## src/rtl/wdg_pkg.sv

```systemverilog
package wdg_pkg;

    localparam int CNT_W      = 18;
    localparam int SEL_W      = 3;
    localparam int NUM_SEL    = 1 << SEL_W;
    localparam int EXP_BASE   = 4;
    localparam int EXP_STEP   = 2;
    localparam int GRACE_CLKS = 1024;
    localparam int PULSE_CLKS = 63;

    typedef struct packed {
        logic             enable;
        logic [SEL_W-1:0] sel;
        logic             irq_en;
        logic             wake_en;
    } cfg_t;

    typedef struct packed {
        logic we;
        cfg_t cfg;
        logic restart;
        logic clr_tof;
        logic clr_rstf;
    } ctl_req_t;

    typedef enum logic [1:0] {
        PH_IDLE  = 2'd0,
        PH_GRACE = 2'd1,
        PH_PULSE = 2'd2
    } phase_e;

    // terminal count (interval minus one) for one select code
    function automatic logic [31:0] interval_last(input int code);
        return (32'd1 << (EXP_BASE + EXP_STEP * code)) - 32'd1;
    endfunction

endpackage

```

## src/rtl/wdg_counter.sv

```systemverilog
module wdg_counter
    import wdg_pkg::*;
#(
    parameter int CW = CNT_W
) (
    input  logic             clk,
    input  logic             rst,
    input  logic             en,
    input  logic [SEL_W-1:0] sel,
    input  logic             clear,
    output logic             timeout
);

    logic [CW-1:0] last_tab [NUM_SEL];
    logic [CW-1:0] cnt_q;
    logic [CW-1:0] last_sel;
    logic          at_last;

    for (genvar g = 0; g < NUM_SEL; g++) begin : g_tab
        assign last_tab[g] = CW'(interval_last(g));
    end

    assign last_sel = last_tab[sel];
    assign at_last  = (cnt_q == last_sel);
    assign timeout  = en && !clear && at_last;

    always_ff @(posedge clk) begin
        if (rst || clear) begin
            cnt_q <= '0;
        end else if (en) begin
            if (at_last) begin
                cnt_q <= '0;
            end else begin
                cnt_q <= cnt_q + 1'b1;
            end
        end
    end

endmodule

```

## src/rtl/wdg_seq.sv

```systemverilog
module wdg_seq
    import wdg_pkg::*;
#(
    parameter int GRACE_N = GRACE_CLKS,
    parameter int PULSE_N = PULSE_CLKS
) (
    input  logic   clk,
    input  logic   rst,
    input  logic   timeout,
    input  logic   cancel,
    input  logic   pwr_down,
    input  logic   wake_en,
    output phase_e phase,
    output logic   wake_fire,
    output logic   pulse_start,
    output logic   pulse_end
);

    localparam int GW = $clog2(GRACE_N);
    localparam int PW = $clog2(PULSE_N);
    localparam logic [GW-1:0] G_LAST = GW'(GRACE_N - 1);
    localparam logic [PW-1:0] P_LAST = PW'(PULSE_N - 1);

    phase_e        ph_q;
    logic [GW-1:0] g_q;
    logic [PW-1:0] p_q;
    logic          win_end;
    logic          wake_path;

    assign wake_path   = pwr_down && wake_en;
    assign win_end     = (ph_q == PH_GRACE) && !cancel && (g_q == G_LAST);
    assign wake_fire   = win_end && wake_path;
    assign pulse_start = win_end && !wake_path;
    assign pulse_end   = (ph_q == PH_PULSE) && (p_q == P_LAST);
    assign phase       = ph_q;

    always_ff @(posedge clk) begin
        if (rst) begin
            ph_q <= PH_IDLE;
            g_q  <= '0;
            p_q  <= '0;
        end else begin
            case (ph_q)
                PH_IDLE: begin
                    if (timeout && !cancel) begin
                        ph_q <= PH_GRACE;
                        g_q  <= '0;
                    end
                end
                PH_GRACE: begin
                    if (cancel) begin
                        ph_q <= PH_IDLE;
                    end else if (g_q == G_LAST) begin
                        ph_q <= wake_path ? PH_IDLE : PH_PULSE;
                        p_q  <= '0;
                    end else begin
                        g_q <= g_q + 1'b1;
                    end
                end
                PH_PULSE: begin
                    if (p_q == P_LAST) begin
                        ph_q <= PH_IDLE;
                    end else begin
                        p_q <= p_q + 1'b1;
                    end
                end
                default: ph_q <= PH_IDLE;
            endcase
        end
    end

endmodule

```

## src/rtl/wdg_regs.sv

```systemverilog
module wdg_regs
    import wdg_pkg::*;
(
    input  logic     clk,
    input  logic     rst,
    input  ctl_req_t req,
    input  logic     timeout,
    input  logic     wake_fire,
    input  logic     pulse_start,
    input  logic     pulse_end,
    input  logic     pwr_down,
    output cfg_t     cfg,
    output logic     cfg_change,
    output logic     restart_pend,
    output logic     tof,
    output logic     rstf,
    output logic     wake
);

    cfg_t cfg_q;
    logic pend_q;
    logic tof_q;
    logic rstf_q;
    logic wake_q;

    assign cfg_change   = req.we && (!req.cfg.enable || (req.cfg.sel != cfg_q.sel));
    assign cfg          = cfg_q;
    assign restart_pend = pend_q;
    assign tof          = tof_q;
    assign rstf         = rstf_q;
    assign wake         = wake_q;

    always_ff @(posedge clk) begin
        if (rst) begin
            cfg_q  <= '0;
            pend_q <= 1'b0;
            tof_q  <= 1'b0;
            rstf_q <= 1'b0;
            wake_q <= 1'b0;
        end else begin
            if (req.we) begin
                cfg_q <= req.cfg;
            end
            if (pulse_end) begin
                cfg_q.enable <= 1'b0;
            end

            pend_q <= req.we && req.restart;

            if (timeout) begin
                tof_q <= 1'b1;
            end else if (req.we && req.clr_tof) begin
                tof_q <= 1'b0;
            end

            if (pulse_start) begin
                rstf_q <= 1'b1;
            end else if (req.we && req.clr_rstf) begin
                rstf_q <= 1'b0;
            end

            if (wake_fire) begin
                wake_q <= 1'b1;
            end else if (!pwr_down) begin
                wake_q <= 1'b0;
            end
        end
    end

endmodule

```

## src/rtl/wdg_top.sv

```systemverilog
module wdg_top
    import wdg_pkg::*;
#(
    parameter int CW      = CNT_W,
    parameter int GRACE_N = GRACE_CLKS,
    parameter int PULSE_N = PULSE_CLKS
) (
    input  logic             clk,
    input  logic             rst,
    input  logic             ctl_we,
    input  logic             ctl_enable,
    input  logic [SEL_W-1:0] ctl_sel,
    input  logic             ctl_irq_en,
    input  logic             ctl_wake_en,
    input  logic             ctl_restart,
    input  logic             ctl_clr_tof,
    input  logic             ctl_clr_rstf,
    input  logic             pwr_down,
    output logic             cfg_enable,
    output logic [SEL_W-1:0] cfg_sel,
    output logic             cfg_irq_en,
    output logic             cfg_wake_en,
    output logic             restart_busy,
    output logic             tof_flag,
    output logic             rstf_flag,
    output logic             irq,
    output logic             cpu_rst,
    output logic             wake_req
);

    ctl_req_t req;
    cfg_t     cfg;
    phase_e   phase;
    logic     cfg_change;
    logic     restart_pend;
    logic     timeout;
    logic     wake_fire;
    logic     pulse_start;
    logic     pulse_end;
    logic     hold;
    logic     cancel;

    always_comb begin
        req             = '0;
        req.we          = ctl_we;
        req.cfg.enable  = ctl_enable;
        req.cfg.sel     = ctl_sel;
        req.cfg.irq_en  = ctl_irq_en;
        req.cfg.wake_en = ctl_wake_en;
        req.restart     = ctl_restart;
        req.clr_tof     = ctl_clr_tof;
        req.clr_rstf    = ctl_clr_rstf;
    end

    assign hold   = (phase == PH_PULSE);
    assign cancel = restart_pend || cfg_change;

    wdg_regs u_regs (
        .clk         (clk),
        .rst         (rst),
        .req         (req),
        .timeout     (timeout),
        .wake_fire   (wake_fire),
        .pulse_start (pulse_start),
        .pulse_end   (pulse_end),
        .pwr_down    (pwr_down),
        .cfg         (cfg),
        .cfg_change  (cfg_change),
        .restart_pend(restart_pend),
        .tof         (tof_flag),
        .rstf        (rstf_flag),
        .wake        (wake_req)
    );

    wdg_counter #(.CW(CW)) u_cnt (
        .clk    (clk),
        .rst    (rst),
        .en     (cfg.enable),
        .sel    (cfg.sel),
        .clear  (hold || cancel),
        .timeout(timeout)
    );

    wdg_seq #(.GRACE_N(GRACE_N), .PULSE_N(PULSE_N)) u_seq (
        .clk        (clk),
        .rst        (rst),
        .timeout    (timeout),
        .cancel     (cancel),
        .pwr_down   (pwr_down),
        .wake_en    (cfg.wake_en),
        .phase      (phase),
        .wake_fire  (wake_fire),
        .pulse_start(pulse_start),
        .pulse_end  (pulse_end)
    );

    assign cfg_enable   = cfg.enable;
    assign cfg_sel      = cfg.sel;
    assign cfg_irq_en   = cfg.irq_en;
    assign cfg_wake_en  = cfg.wake_en;
    assign restart_busy = restart_pend;
    assign irq          = tof_flag && cfg.irq_en;
    assign cpu_rst      = hold;

endmodule

```

## config.mk

```make
export PLATFORM = sky130hd
export DESIGN_NAME = wdg_top
export DESIGN_NICKNAME = d
export VERILOG_FILES = /design/src/rtl/wdg_pkg.sv /design/src/rtl/wdg_counter.sv /design/src/rtl/wdg_seq.sv /design/src/rtl/wdg_regs.sv /design/src/rtl/wdg_top.sv
export SDC_FILE = /design/constraint.sdc
export NUM_CORES = 1
export LEC_CHECK = 0
export CORE_AREA = 4 4 65 112
export DETAILED_ROUTE_END_ITERATION = 7
export DIE_AREA = 0 0 69 116
export DONT_BUFFER_PORTS = 1
export PLACE_DENSITY = 0.65
export SLEW_MARGIN = 25
export SYNTH_ARGS = -nofsm -noshare
export SYNTH_HDL_FRONTEND = slang
export SYNTH_HIERARCHICAL = 1
export SYNTH_SLANG_ARGS = --single-unit
```

## constraint.sdc

```tcl
create_clock -name clk -period 3.9 [get_ports clk]
set_input_delay 0.195 -clock clk [delete_from_list [all_inputs] [get_ports clk]]
set_output_delay 0.195 -clock clk [all_outputs]
set_load 0.01 [all_outputs]
```

==> results.yml, run 1 <==
status:
  status: "completed"
synthesis:
  synth_seq_cells: 46
  ys_async_sr_fraction_pct: 0
  ys_types: 58
  syn-mean-instance-area_um2: 8.72
  synthTopCellsByCount: "dfxtp_1, nor2_1, nand3_1"
  synth_ff_type: "dfxtp_1"
  synth-edff-count: 0
  ys_warn_count: 6
  synthTopCellsByArea: "dfxtp_1, nor2_1, xnor2_1"
  yosys.area.top_type: "dfxtp_1"
  syn_nets: 305
  netlist_area_um2: 2510
  synth.most_common_cell: "dfxtp_1"
  synthCells: 288
  yosysSeqAreaShare_pct: 36.7
  synth_top_cell_area_share_pct: 36.7
floorplanning:
  rows: 39
  die_h_um: 116
  fp.dieW_um: 69
  ioPinCount: 25
  initial_utilization_pct: 39.0
  die_area_um2: 8000
  core_um2: 6440
setup_path:
  reg2reg_slack_ns: 1.06
  cpPeakStageDelay_ns: 0.64
  cp-start-kind: "flop"
  critPathTopFamily: "simple AND/OR/NAND/NOR gates"
  crit_required_ns: 4.08
  r2r_start: "u_regs/cfg[4]$_SDFFE_PP0P_"
  criticalPathCategory: "flop to flop"
  crit_chain: "xnor2_1 -> a41oi_1 -> or2_1 -> or2_1 -> nor3_1 -> or2_2 -> o41ai_4 -> nor3_1 -> mux2_2"
  end_kind: "flop"
  cp.arrival_ns: 3.01
  cpMaxStageDelayCell: "dfxtp_1"
  r2r-end: "u_seq/g_q[3]$_SDFFE_PP0P_"
  cp_num_buf_inv: 0
  critPathMaxFanout: 13
  reg2reg_depth: 9
clock_tree:
  htreeDepth: 2
  root_buffer: "clkbuf_16"
  postCtsSetupBuffers: 0
  cts_made_buffers: 5
  clock_path_buffers: 2
  path_clk_slew_ns: 0.06
  cts_tree: "done"
  ctsHoldBuffers: 1
  ctsResizeCount: 0
  clock_sink_count: 46
  clock_latency_ns: 0.29
grt:
  antenna_found_initial: 0
  gr-total-overflow: 0
  grt_usage_pct: 15.7
  grt_pass1_wl_um: 10200
  grt_max_degree: 25
  grt_pass1_vias: 2123
flow_run:
  maxCapViolations: 0
timing:
  fin_crit_sh_pct: 72.7
  finalSetupViolations: 0
  holdWs_ns: 0.0334
  slew_headroom_pct: 32.7
  hold_violations: 0
  rsz0062_at_grt: "no"
  slew_violations: 0
  worst_pin_slew_ns: 1.01
  fmax_mhz: 353
  clock_skew_ns: 0.00345
  period_needed_ns: 2.84
  finalSetupTns_ns: 0
power:
  p_per_area_nw_per_um2: 371
  ir_worst_vdd_uv: 218
  p_leak_nw: 0.870
  finalPower_mw: 1.02
placement:
  dp_hpwl_um: 4400
  io_buffers: 0
  place.gp.congestion: 0.895
  place_area_um2: 2560
finish:
  diodes: 0
  syn2layout_area_growth_pct: 8.92
  stdcell_area_um2: 2740
  finish.utilization_pct: 42.5
  drive_above_1_share_pct: 13.5
  final_nets: 304
drt:
  num_vias: 2116
  wl_um: 5970
  ant_nets: 0
  viasPerCell: 5.72
  drtIter0Drc: 143
  drc_errors: 0
  firstDrtPassIters: 4
  drt-wirelength-per-cell_um: 16.1
hold_path:
  hold-path-endpoint: "u_regs/restart_pend$_SDFF_PP0_"
  hold_class: "primary input to flop"
  hold_path_depth: 2
  hp-start: "ctl_we"
sequential cells by signal (all words and copies together) (netlist names):
| register | count |
|---|---|
| u_seq/p_q | 6 |
| u_cnt/cnt_q | 18 |
| u_regs/cfg | 6 |
| u_seq/phase | 2 |
| u_seq/g_q | 10 |
| u_regs/wake | 1 |
| u_regs/tof | 1 |
| u_regs/restart_pend | 1 |
| u_regs/rstf | 1 |
where the power goes:
group	internal, mW	switching (mW)
Sequential	0.474	0.0116
Clock	0.303	0.183
Combinational	0.0191	0.0248
Total	0.796	0.220
logic make-up (layout without fill, tap and decap cells):
group | Yosys count | after routing | share of synthesized area [%]
and+or+nand+nor | 137 | 137 | 30.6
AOI/OAI and AO/OA | 56 | 56 | 16.8
DFF | 46 | 46 | 36.7
xor gates and xnor gates | 21 | 21 | 7.32
buffers and inverters | 16 | 16 | 3.39
muxes | 8 | 8 | 3.24
adders and majority gates | 4 | 4 | 1.99
routing by layer:
metal	share of wire (%)	wire length, um	vias to the layer above	GRT usage [%]
met5	0	0	-	0
met4	2.9	172	0	7.43
met3	3.9	233	13	3.56
met2	54	3230	52	30.2
met1	39	2340	1009	15.8
li1	-	-	1042	-
worst max path at each step:
stage               depth (start not counted)                        from  slack, ns                        end
floorplan                                  10  u_regs/cfg[3]$_SDFFE_PP0P_       1.42  u_seq/g_q[3]$_SDFFE_PP0P_
global placement                            9  u_regs/cfg[4]$_SDFFE_PP0P_       1.20  u_seq/g_q[3]$_SDFFE_PP0P_
CTS                                         9  u_regs/cfg[4]$_SDFFE_PP0P_       1.09  u_seq/g_q[3]$_SDFFE_PP0P_
detailed placement                          9  u_regs/cfg[4]$_SDFFE_PP0P_       1.11  u_seq/g_q[3]$_SDFFE_PP0P_
finish                                      9  u_regs/cfg[4]$_SDFFE_PP0P_       1.06  u_seq/g_q[3]$_SDFFE_PP0P_
global route                                9  u_regs/cfg[4]$_SDFFE_PP0P_       0.89  u_seq/g_q[3]$_SDFFE_PP0P_
cells in the final DEF, fill, tap and decap left out, types with 2 or more instances in the layout:
cell type  count
o41ai_4        2
or2_1          2
o31ai_1        3
and4_1         2
a311oi_1       2
nor2_2        10
nand2b_1       6
o21ai_1        2
mux2i_1        7
o21a_1         3
clkbuf_16      5
nor4_1         4
o21ba_2        2
or2_2          4
nand2_1       16
ha_1           4
nor3_2         2
xnor2_1       11
a31oi_1        3
o21ai_0        7
inv_1          5
or3_1          3
and2_1         2
nand3_1       19
a21boi_2       2
a21oi_1       18
nor2_1        30
nand4_1       10
nor2b_1        4
xor2_1        10
dfxtp_1       46
and3_1         2
nand4b_1       2
nor3_1        11
area by class of cell:
cell class | instances | area [um^2]
Multi-Input combinational cell | 226 | 1510
Fill cell | 666 | 3710
Tap cell | 82 | 103
Clock buffer | 6 | 129
Clock inverter | 2 | 37.5
Inverter | 6 | 22.5
Sequential cell | 46 | 921
Timing Repair Buffer | 2 | 17.5
stage by stage:
| step | cells | worst slack [ns] |
|---|---|---|
| after CTS | 370 | 1.09 |
| after floorplan | 288 | 1.42 |
| after detailed placement | 361 | 1.11 |
| after global routing | 370 | 0.891 |
| after global placement | 361 | 1.20 |
| final | 370 | 1.06 |
(Power assumes the default switching activity.)
==> run 2, diff against run 1 <==
--- a/config.mk
+++ b/config.mk
@@ -9,7 +9,7 @@
 export DETAILED_ROUTE_END_ITERATION = 7
 export DIE_AREA = 0 0 69 116
 export DONT_BUFFER_PORTS = 1
-export PLACE_DENSITY = 0.65
+export PLACE_DENSITY = 0.67
 export SLEW_MARGIN = 25
 export SYNTH_ARGS = -nofsm -noshare
 export SYNTH_HDL_FRONTEND = slang
==> constraint.sdc (replaced) <==
create_clock -name clk -period 2.45 [get_ports clk]
set_input_delay 0.1225 -clock clk [delete_from_list [all_inputs] [get_ports clk]]
set_output_delay 0.1225 -clock clk [all_outputs]
set_load 0.01 [all_outputs]
==> run 2 against run 1 <==
Compared with the run above:
- sequential share of layout area is 3.1 points lower
- design area is 11% higher
- total power increased by 54%
- global-route usage grew 0.18 points
- sequential cell count unchanged
- first-iteration DRC count shrank 45%
- register-to-register slack worse by 0.95 ns
- critical path depth is the same
- clock power rose by 38%
- critical path type unchanged
==> results.yml, run 2 (same netlist as run 1, synthesis figures left out) <==
finish:
  top_regs: "u_cnt/cnt_q: 18 flops, u_seq/g_q: 10 flops"
  drive_above_1_share_pct: 21.5
  diodes: 0
  largest_register_ffs: 18
  stdcell_count: 399
  syn2layout_area_growth_pct: 21.3
  seq_area_um2: 932
  final_nets: 333
  largest-register: "u_cnt/cnt_q"
  multi_input_area_um2: 1560
  layout_commonest_cell: "dfxtp_1"
  final_cell_mix: "dfxtp_1, nor2_1, nand3_1"
  stdcell_area_um2: 3050
  final.fill_count: 647
drt:
  drtIter0Drc: 79
  drc_errors: 0
  drt-wirelength-per-cell_um: 15.8
  num_vias: 2264
  ant_nets: 0
  wl_um: 6290
  viasPerCell: 5.67
  firstDrtPassIters: 4
clock_tree:
  clock_latency_ns: 0.29
  cts_tree: "done"
  clock_sink_count: 46
  htreeDepth: 2
  root_buffer: "clkbuf_16"
  clock_path_buffers: 2
  path_clk_slew_ns: 0.07
  cts_made_buffers: 5
grt:
  grt_pass1_wl_um: 10300
  grtUsageMet1_pct: 15.8
  gr-total-overflow: 0
  grt_max_degree: 25
  top_usage_layer: "met2"
  antenna_found_initial: 1
  grt_util_met3_pct: 4.86
  gr-usage-met2_pct: 30.0
  grt_usage_pct: 15.9
  grt_pass1_vias: 2211
placement:
  place_area_um2: 2700
  dp_hpwl_um: 4290
  place.gp.congestion: 0.811
  post-place-cells: 378
  io_buffers: 0
floorplanning:
  ioPinCount: 25
  initial_utilization_pct: 39.0
  fp.dieW_um: 69
  rows: 39
  die_h_um: 116
  die_area_um2: 8000
  core_um2: 6440
setup_path:
  crit_required_ns: 2.63
  cp_num_buf_inv: 1
  cpMaxStageDelayCell: "or4_4"
  cpMostUsedCell: "nor3_2"
  cpPeakStageDelay_ns: 0.41
  critPathMaxFanout: 7
  criticalPathCategory: "flop to flop"
  critPathTopFamily: "simple AND/OR/NAND/NOR gates"
  cp-start-kind: "flop"
  crit_chain: "buf_4 -> or4_4 -> nor3_2 -> o311ai_2 -> nor3_2 -> or2_4 -> o41ai_4 -> nor3_2 -> mux2_2"
  cp.arrival_ns: 2.52
  end_kind: "flop"
power:
  ir_worst_vdd_uv: 303
  p_per_area_nw_per_um2: 512
  p_leak_nw: 1.01
timing:
  slew_headroom_pct: 35.8
  hold_violations: 0
  fmax_mhz: 429
  finalSetupViolations: 0
  period_needed_ns: 2.33
  finalSetupTns_ns: 0
  clock_skew_ns: 0.0125
  worst_pin_slew_ns: 0.959
  fin_crit_sh_pct: 95.2
  slew_violations: 0
status:
  status: "completed"
flow_run:
  maxCapViolations: 0
hold_path:
  hold_class: "primary input to flop"
## run 2: final timing paths
path,end,slack [ns],start,cells after the start
worst max-delay path,u_seq/g_q[3]$_SDFFE_PP0P_,0.12,u_regs/cfg[4]$_SDFFE_PP0P_,9
worst max register to register,u_seq/g_q[3]$_SDFFE_PP0P_,0.12,u_regs/cfg[4]$_SDFFE_PP0P_,9
worst min register to register,u_seq/p_q[5]$_SDFFE_PP0P_,0.50,u_seq/p_q[5]$_SDFFE_PP0P_,2
worst min-delay path,u_regs/cfg[2]$_SDFFE_PP0P_,0.007,ctl_we,2
## run 2: final cells by class
cell class              count  area share [%]
repair buffers             31            9.28
clock inverters             2           0.452
well taps                  82            3.37
inverters                   6           0.739
clock buffers               6            4.23
flip-flops and latches     46            30.6
multi-input cells         226            51.3
## run 2: what timing repair did
item                       CTS  global route
setup buffers                0             1
pin swaps                    0             4
hold endpoints to repair    24             0
setup endpoints to repair    2             9
gates resized for setup      3            15
hold buffers                12             0
## run 2: worst reg2reg max path: cells and delay by family (launching register included)
family          cells  cell delay (ns)
mux                 1             0.35
compound gates      2             0.26
simple gates        5             1.08
flops               1             0.38
buf+inv             1             0.16
## run 2: power by group
part / total, mW / internal (mW) / switching, mW
sequential: 0.765 / 0.754 / 0.0117
combinational: 0.121 / 0.0623 / 0.0584
clock: 0.673 / 0.379 / 0.294
## run 2: metal layers
metal  routed length [um]  share of wire (%)
met4                  183                2.9
met5                   12               0.19
met2                 3330                 53
met1                 2420                 38
met3                  347                5.5
## run 2: stage by stage
step                power (mW)  utilization [%]  hold slack [ns]  worst slack [ns]
floorplan                0.854                -            0.202           0.00680
global placement         0.869             42.0            0.196             0.107
detailed placement       0.870             42.0            0.199            0.0152
CTS                       1.56             46.3         0.000799            0.0388
global route              1.61             47.3          0.00287          -0.00137
finish                    1.56             47.3          0.00711             0.117
